`config.mk`:
```
export PLATFORM = sky130hd
export DESIGN_NAME = utopia_rx_reader
export DESIGN_NICKNAME = d
export VERILOG_FILES = /design/src/rtl/utopia_rx_pkg.sv /design/src/rtl/utopia_rx_req_ctrl.sv /design/src/rtl/utopia_rx_beat_check.sv /design/src/rtl/utopia_rx_out_reg.sv /design/src/rtl/utopia_rx_reader.sv
export SDC_FILE = /design/constraint.sdc
export NUM_CORES = 1
export LEC_CHECK = 0
export ABC_CLOCK_PERIOD_IN_PS = 1700
export BUFFER_PORTS_ARGS = -buffer_cell sky130_fd_sc_hd__buf_2
export CAP_MARGIN = 20
export CORE_UTILIZATION = 54
export CTS_CLUSTER_SIZE = 25
export DETAILED_ROUTE_END_ITERATION = 7
export GPL_TIMING_DRIVEN = 1
export PLACE_DENSITY = 0.78
export SYNTH_ARGS = -nofsm -noshare
export SYNTH_HDL_FRONTEND = slang
export SYNTH_HIERARCHICAL = 1
export SYNTH_SLANG_ARGS = --single-unit
export TNS_END_PERCENT = 100
```
`constraint.sdc`:
```
create_clock -name clk_i -period 1.7 [get_ports clk_i]
set_clock_uncertainty 0.2 [all_clocks]
set_input_delay 0.17 -clock clk_i [delete_from_list [all_inputs] [get_ports clk_i]]
set_output_delay 0.17 -clock clk_i [all_outputs]
set_load 0.1 [all_outputs]
```
`src/rtl/utopia_rx_pkg.sv`:
```
package utopia_rx_pkg;
  typedef enum logic {
    RD_IDLE = 1'b0,
    RD_CELL = 1'b1
  } rd_state_e;

  function automatic int unsigned cell_xfers(input int unsigned data_w);
    return (data_w == 16) ? 27 : 53;
  endfunction
endpackage

```
`src/rtl/utopia_rx_req_ctrl.sv`:
```
module utopia_rx_req_ctrl
  import utopia_rx_pkg::*;
#(
  parameter int unsigned XFERS = 53,
  localparam int unsigned CNT_W = $clog2(XFERS)
) (
  input  logic clk_i,
  input  logic rst_ni,
  input  logic cell_mode_i,
  input  logic clav_i,
  output logic rd_en_o
);
  localparam logic [CNT_W-1:0] LAST_REQ = CNT_W'(XFERS - 1);

  rd_state_e        state_q;
  logic [CNT_W-1:0] req_cnt_q;
  logic             en_q;

  always_ff @(posedge clk_i or negedge rst_ni) begin
    if (!rst_ni) begin
      state_q   <= RD_IDLE;
      req_cnt_q <= '0;
      en_q      <= 1'b0;
    end else if (!cell_mode_i) begin
      // transfer-by-transfer: each read gated by flag of previous edge
      state_q   <= RD_IDLE;
      req_cnt_q <= '0;
      en_q      <= clav_i;
    end else begin
      unique case (state_q)
        RD_IDLE: begin
          req_cnt_q <= '0;
          if (clav_i) begin
            en_q    <= 1'b1;
            state_q <= RD_CELL;
          end else begin
            en_q    <= 1'b0;
          end
        end
        RD_CELL: begin
          if (req_cnt_q == LAST_REQ) begin
            req_cnt_q <= '0;
            if (!clav_i) begin
              en_q    <= 1'b0;
              state_q <= RD_IDLE;
            end
          end else begin
            req_cnt_q <= req_cnt_q + 1'b1;
          end
        end
        default: state_q <= RD_IDLE;
      endcase
    end
  end

  assign rd_en_o = en_q;
endmodule

```
`src/rtl/utopia_rx_beat_check.sv`:
```
module utopia_rx_beat_check #(
  parameter int unsigned DATA_W = 8,
  parameter int unsigned XFERS  = 53,
  localparam int unsigned CNT_W = $clog2(XFERS)
) (
  input  logic              clk_i,
  input  logic              rst_ni,
  input  logic              smp_i,
  input  logic [DATA_W-1:0] data_i,
  input  logic              soc_i,
  input  logic              prty_i,
  output logic [DATA_W-1:0] data_o,
  output logic              last_o,
  output logic              perr_o,
  output logic              ferr_o
);
  localparam logic [CNT_W-1:0] LAST_BEAT = CNT_W'(XFERS - 1);

  logic [CNT_W-1:0] beat_cnt_q;
  logic             perr_acc_q, ferr_acc_q;
  logic             first;

  assign first  = (beat_cnt_q == '0);
  assign last_o = (beat_cnt_q == LAST_BEAT);
  assign perr_o = perr_acc_q | ~(^{data_i, prty_i});
  assign ferr_o = ferr_acc_q | (soc_i != first);

  generate
    if (DATA_W > 8) begin : g_pad
      // low byte of final word is padding
      assign data_o = last_o ? {data_i[DATA_W-1:8], 8'h00} : data_i;
    end else begin : g_nopad
      assign data_o = data_i;
    end
  endgenerate

  always_ff @(posedge clk_i or negedge rst_ni) begin
    if (!rst_ni) begin
      beat_cnt_q <= '0;
      perr_acc_q <= 1'b0;
      ferr_acc_q <= 1'b0;
    end else if (smp_i) begin
      if (last_o) begin
        beat_cnt_q <= '0;
        perr_acc_q <= 1'b0;
        ferr_acc_q <= 1'b0;
      end else begin
        beat_cnt_q <= beat_cnt_q + 1'b1;
        perr_acc_q <= perr_o;
        ferr_acc_q <= ferr_o;
      end
    end
  end
endmodule

```
`src/rtl/utopia_rx_out_reg.sv`:
```
module utopia_rx_out_reg #(
  parameter int unsigned DATA_W = 8
) (
  input  logic              clk_i,
  input  logic              rst_ni,
  input  logic              beat_i,
  input  logic [DATA_W-1:0] data_i,
  input  logic              last_i,
  input  logic              perr_i,
  input  logic              ferr_i,
  output logic              valid_o,
  output logic [DATA_W-1:0] data_o,
  output logic              last_o,
  output logic              perr_o,
  output logic              ferr_o
);
  always_ff @(posedge clk_i or negedge rst_ni) begin
    if (!rst_ni) begin
      valid_o <= 1'b0;
      data_o  <= '0;
      last_o  <= 1'b0;
      perr_o  <= 1'b0;
      ferr_o  <= 1'b0;
    end else begin
      valid_o <= beat_i;
      last_o  <= beat_i & last_i;
      if (beat_i) begin
        data_o <= data_i;
        perr_o <= perr_i;
        ferr_o <= ferr_i;
      end
    end
  end
endmodule

```
`src/rtl/utopia_rx_reader.sv`:
```
module utopia_rx_reader
  import utopia_rx_pkg::*;
#(
  parameter int unsigned DATA_W = 8
) (
  input  logic              clk_i,
  input  logic              rst_ni,
  input  logic              cell_mode_i,
  input  logic              rx_clav_i,
  input  logic              rx_soc_i,
  input  logic [DATA_W-1:0] rx_data_i,
  input  logic              rx_prty_i,
  output logic              rx_en_no,
  output logic              out_valid_o,
  output logic [DATA_W-1:0] out_data_o,
  output logic              out_last_o,
  output logic              out_perr_o,
  output logic              out_ferr_o
);
  localparam int unsigned XFERS = cell_xfers(DATA_W);

  logic              rd_en;
  logic              smp_q;
  logic [DATA_W-1:0] beat_data;
  logic              beat_last, beat_perr, beat_ferr;

  utopia_rx_req_ctrl #(.XFERS(XFERS)) u_ctrl (
    .clk_i      (clk_i),
    .rst_ni     (rst_ni),
    .cell_mode_i(cell_mode_i),
    .clav_i     (rx_clav_i),
    .rd_en_o    (rd_en)
  );

  // PHY drives the bus the cycle after it sees enable low
  always_ff @(posedge clk_i or negedge rst_ni) begin
    if (!rst_ni) smp_q <= 1'b0;
    else         smp_q <= rd_en;
  end

  utopia_rx_beat_check #(.DATA_W(DATA_W), .XFERS(XFERS)) u_chk_beat (
    .clk_i (clk_i),
    .rst_ni(rst_ni),
    .smp_i (smp_q),
    .data_i(rx_data_i),
    .soc_i (rx_soc_i),
    .prty_i(rx_prty_i),
    .data_o(beat_data),
    .last_o(beat_last),
    .perr_o(beat_perr),
    .ferr_o(beat_ferr)
  );

  utopia_rx_out_reg #(.DATA_W(DATA_W)) u_out (
    .clk_i  (clk_i),
    .rst_ni (rst_ni),
    .beat_i (smp_q),
    .data_i (beat_data),
    .last_i (beat_last),
    .perr_i (beat_perr),
    .ferr_i (beat_ferr),
    .valid_o(out_valid_o),
    .data_o (out_data_o),
    .last_o (out_last_o),
    .perr_o (out_perr_o),
    .ferr_o (out_ferr_o)
  );

  assign rx_en_no = ~rd_en;
endmodule

```
# After elaboration in Yosys (flattened, before gate mapping)

Index checks and enable logic that the tools add are counted.

Mux-type cells: 14
Add/subtract/negate cells: 2
Equality and inequality tests: 5
Bitwise logic cells: 6
Reductions and logical operators: 3

Operator list:

| cell                | count |
|---|---|
| $mux 6              | 3 |
| $add 6x1->6 const B | 2 |
| $eq 6x6->1 const B  | 2 |
| $pmux 6 s2          | 1 |
| $reduce_xor 9->1    | 1 |
| $mux 1              | 8 |
| $logic_not 6->1     | 1 |
| $ne 3x3->1 const B  | 2 |
| $pmux 1 s2          | 2 |
| $not 1->1           | 3 |
| $or 1x1->1          | 2 |
| $reduce_and 2->1    | 1 |
| $and 1x1->1         | 1 |
| $ne 1x1->1          | 1 |

Input port bits: 14
Logic and storage cells: 42
Flip-flop bits (word level): 29
Output and inout bits: 13

# Longest topological paths before layout

Depth in word-level cells: 4
Depth in mapped cells: 6
Gate-level depth less buffers: 6

# Modules after synthesis

Netlist, hierarchy kept.

Modules (own cells, without submodules):

| module               | cells each | instances | area an instance (sq um) | seq. area each (sq um) |
|---|---|---|---|---|
| utopia_rx_beat_check | 64         | 1         | 573.0                    | 200.2 |
| utopia_rx_out_reg    | 24         | 1         | 465.4                    | 300.3 |
| utopia_rx_req_ctrl   | 35         | 1         | 364.1                    | 200.2 |
| utopia_rx_reader     | 2          | 1         | 28.8                     | 25.0 |

# Worst setup path after synthesis

No wires, ideal clock.

Path type: input-to-reg
From: input rx_data_i[1]
To: register u_out.perr_o
Setup time: 126 ps
Arrival: 1,202 ps
Path buffers: 0
Required time: 1,374 ps
Setup slack: 172 ps
Stages: 5
Cells stage by stage: xnor2_1 > xnor3_1 > xnor2_1 > nand2_1 > mux2_4

Word-level cells in the longest chain between the ends: 3

RTL lines:

| item                 | line                       | RTL |
|---|---|---|
| start, declared      | utopia_rx_reader.sv:11     | `input logic [DATA_W-1:0] rx_data_i,` |
| $reduce_xor 9->1     | utopia_rx_beat_check.sv:25 | `assign perr_o = perr_acc_q \| ~(^{data_i, prty_i});` |
| $not 1->1            | utopia_rx_beat_check.sv:25 |  |
| $or 1x1->1           | utopia_rx_beat_check.sv:25 |  |
| named net beat_perr  | utopia_rx_reader.sv:25     | `logic beat_last, beat_perr, beat_ferr;` |
| end signal, assigned | utopia_rx_out_reg.sv:29    | `perr_o <= perr_i;` |
| end, declared        | utopia_rx_out_reg.sv:14    | `output logic perr_o,` |

The timed path passes the listed nets, and every way through them passes these cells.
A chain may end at the register's enable or synchronous reset.

# Final worst setup path

From: register u_chk_beat.beat_cnt_q[1]
To: register u_chk_beat.beat_cnt_q[2]

Word-level cells in the longest chain between the ends: 2
Elaborated cells on any way between the ends: 3
Classes of those cells: add/sub (1); eq/ne (1); mux (1)

RTL lines:

| item                   | line                       | RTL |
|---|---|---|
| start, declared        | utopia_rx_beat_check.sv:19 | `logic [CNT_W-1:0] beat_cnt_q;` |
| start signal, assigned | utopia_rx_beat_check.sv:48 | `beat_cnt_q <= beat_cnt_q + 1'b1;` |
| $eq 6x6->1             | utopia_rx_beat_check.sv:24 | `assign last_o = (beat_cnt_q == LAST_BEAT);` |
| named net beat_last    | utopia_rx_reader.sv:25     |  |
| $mux 6                 | utopia_rx_beat_check.sv:43 | `if (last_o) begin` |

The timed path passes the listed nets, and every way through them passes these cells.

==> summary by stage <==
Outcome
The flow ran to the end, and the final reports show no timing, DRC or antenna violations.

Timing
For this run, the top clock speed supported by timing is between 600 and 700 MHz. Setup violations remaining at the end of the flow were counted as 0. Setup repair after global routing left no endpoint under its margin. The number of pins exceeding their max-slew limit in the final report is 0.

The worst path meets setup with approximately 0.055 ns of slack. Headroom to the max-slew limit came out at about three fifths. The number of endpoints with negative hold slack in the final report is 0.

The post-route clock period utilization is 96.8%. The slew at the pin closest to its max-slew limit is 0.611 ns. For the finished layout, the period the worst path requires is around 1.6 ns.

Setup path
For the worst setup path, the data arrival time is between 1.5 and 2 ns. The worst setup path is of the flop to flop kind. At the worst endpoint, the required time is approximately 1.7 ns.

STA classifies the critical path endpoint as a flop. Along the worst path, the maximum fanout reaches 3. The worst setup path is launched from a flop.

Routing
After detailed routing, the number of vias per cell comes to around 5.1. Dividing the detail-routed wire length by the instance count gives 13.6 µm. Once detail routing completed, the nets flagged for antenna violations numbered 0. For this run, design rule violations remaining after detail routing come to 0. The detailed router finished its first iteration with 8 violations. The routed design has approximately 2700 µm of wire.

The via count is 1005. The iteration count of the initial detailed-routing pass is 4.

Floorplanning
The area of the core is about 0.0025 mm². The die extent in y is between 50 and 60 µm. The width of the die is 53.5 µm. The die covers between 0.002 and 0.003 mm². The initial utilization of the core area, before any placement, comes to between 50% and 60%. The I/O pin count is 27. The initialized floorplan defines 18 standard-cell rows.

Synthesis
After synthesis, the cell types taking the most area are dfrtp_1 (51%), mux2_4 (9.4%), buf_4 (4.2%). The cell taking the most area after synthesis is dfrtp_1. Summing every instance area after synthesis gives around 0.0014 mm². A synthesized cell averages roughly 11 µm².

The sequential fraction of the synthesis area is ~51%. The synthesized net count is ~140. The number of instances in the synthesized netlist is roughly 130. After synthesis the netlist holds a flip-flop and latch count of 29. The warning count from the yosys run is 6. The portion of synthesized cell area occupied by the leading cell type is around 50%. The unique cell type count in the Yosys netlist is 34.

Clocking
The root buffer cell chosen for the clock tree is clkbuf_4. TritonCTS built the clock tree. The deepest clock path buffer count is 2. Clock latency on the worst-skew pair, taken at its later pin, is approximately 0.33 ns. The post-CTS clock slew at the launch and capture registers of the worst setup and hold paths is about 0.09 ns. Counting the buffers created by CTS gives 5. Counting every sink on the clock net gives 29. The H-tree was split into 2 levels.

Placement
OpenSTA, run right after detailed placement, puts the worst setup slack at -0.0652 ns. The congestion estimate from routability-driven global placement came to ~0.83. Detailed placement finished with a half-perimeter wire length of approximately 1800 µm.

The number of buffers inserted by port buffering is 26.

Global routing
The initial antenna violation count is 0. Global routing finished with a remaining overflow of 0. The via count of the first global-routing pass is 1000. The maximum number of pins on one net before global-route repair is 30. The first global-routing pass estimated around 4200 µm of wire.

The global routing usage summed across all routing layers is ~22%.

Layout
The total number of nets in the final design is between 150 and 200. The repair_antennas step left the layout with diodes totalling 0. The final design utilization is 71.4%. The fill cell total of the finished layout is approximately 170. Compared with the post-synthesis result, the final layout area differs by 24.7%. The post-route netlist has a little over a third of its cells at a drive strength greater than 1.

Power
The areal power density over the cells is between 1000 and 1500 mW/mm². The design draws between 2 and 2.5 mW. The leakage power is between 0.8 and 0.9 nW.

The worst vdd rail ir drop is between 900 and 1000 µV.

Run
Max-cap violations in this run came to 0.

Min path
In this run the worst hold path is classified as input port to asynchronous set/reset pin.
==> area by class of cell <==
class / count / area, µm² / area share (%)
Tap cell: 30 / 37.5 / 2.10
Timing Repair Buffer: 46 / 315 / 17.7
Inverter: 12 / 45.0 / 2.52
Multi-Input combinational cell: 74 / 606 / 33.9
Sequential cell: 29 / 726 / 40.7
Clock buffer: 7 / 55.1 / 3.09
==> flip-flops by register name, summed over array words and instances (netlist names) <==
register and cells:
u_ctrl/state_q 1, u_chk_beat/ferr_acc_q 1, u_out/data_o 8, u_out/valid_o 1
u_out/ferr_o 1, u_chk_beat/perr_acc_q 1, u_chk_beat/beat_cnt_q 6, smp_q 1
u_out/last_o 1, u_out/perr_o 1, u_ctrl/rd_en_o 1, u_ctrl/req_cnt_q 6
==> path summary, 6_finish.rpt <==
kind | from | to | slack (ns) | cells past startpoint
hold reg to reg | u_ctrl/rd_en_o | smp_q | 0.22 | 0
min in group clk_i | u_ctrl/rd_en_o | smp_q | 0.22 | 0
setup reg to reg | u_chk_beat/beat_cnt_q[1] | u_chk_beat/beat_cnt_q[2] | 0.05 | 6
setup / recovery | u_chk_beat/beat_cnt_q[1] | u_chk_beat/beat_cnt_q[2] | 0.05 | 6
max in group asynchronous | rst_ni | u_ctrl/state_q | 0.71 | 2
hold / removal | rst_ni | u_out/data_o[6] | 0.18 | 2
==> power by group <==
part / total [mW] / switching, mW / internal [mW]
registers: 0.919 / 0.0971 / 0.822
clock network: 0.416 / 0.221 / 0.195
logic: 0.899 / 0.594 / 0.305
total: 2.23 / 0.912 / 1.32
==> kinds of logic after synthesis <==
family	after synthesis	synth area share (%)
AOI/OAI and AO/OA	16	6.73
DFF	29	50.7
buffers and inverters	22	8.39
muxes	11	10.9
adders and majority gates	4	3.50
and+or+nand+nor	31	10.9
xor gates and xnor gates	12	8.83
==> placed cells by master, fill, tap and decap left out, types with 2 or more instances in the layout <==
master,n
xnor2_1,6
clkbuf_4,5
nand2_1,8
inv_1,11
buf_2,25
mux2_4,9
dlygate4sd3_1,13
dfrtp_1,29
ha_1,3
buf_4,8
nor2_2,2
xor2_1,3
and3_1,2
o21ai_0,5
nand3_1,3
nor2_1,7
a21oi_1,3
o22ai_1,3
==> worst max-delay path: stages, from the launching register on <==
cell and delay, ns:
dfrtp_1 0.40, inv_1 0.08, ha_2 0.18, nand4b_1 0.19, nor2_2 0.17, o21ai_0 0.12, a21o_1 0.20
==> synthesized netlist by cell type <==
cell and count:
a21o_1 1, a21oi_1 3, a21oi_2 1, a22o_1 1
a22oi_1 1, and2_1 1, and2_2 1, and3_1 2
buf_4 8, buf_6 1, clkbuf_1 1, dfrtp_1 29
ha_1 4, inv_1 12, mux2_2 1, mux2_4 9
mux2i_1 1, nand2_1 8, nand3_1 3, nand3_2 1
nand3b_1 1, nand4_1 1, nand4b_1 1, nor2_1 9
nor3_1 1, nor3b_1 1, o21ai_0 5, o21ai_1 1
o22ai_1 3, or3_1 1, xnor2_1 6, xnor2_2 1
xnor3_1 1, xor2_1 4
==> per-stage QoR <==
step,cells,area (µm²),hold slack [ns],TNS (ns)
CTS,197,1750,0.202,0
floorplan,125,1430,-0.326,0
detailed placement,177,1570,0.0223,-0.0652
finish,198,1780,0.180,0
global route,198,1780,0.253,0
global placement,177,1570,0.0261,0
==> per-layer routing <==
layer	GRT usage, %	vias up	part of all wire [%]
li1	-	495	-
met1	20.1	481	39
met2	42.5	23	55
met3	8.62	6	3.9
met4	10.5	0	1.9
met5	0	-	0
==> timing repair <==
action | 4_1_cts | 5_1_grt
endpoints found under the setup margin | 0 | 5
hold buffers | 13 | 0
setup buffers | 0 | 2
resized for setup | 0 | 6
hold endpoints to repair | 41 | 0
No activity file was read; power rests on OpenSTA's default activity.
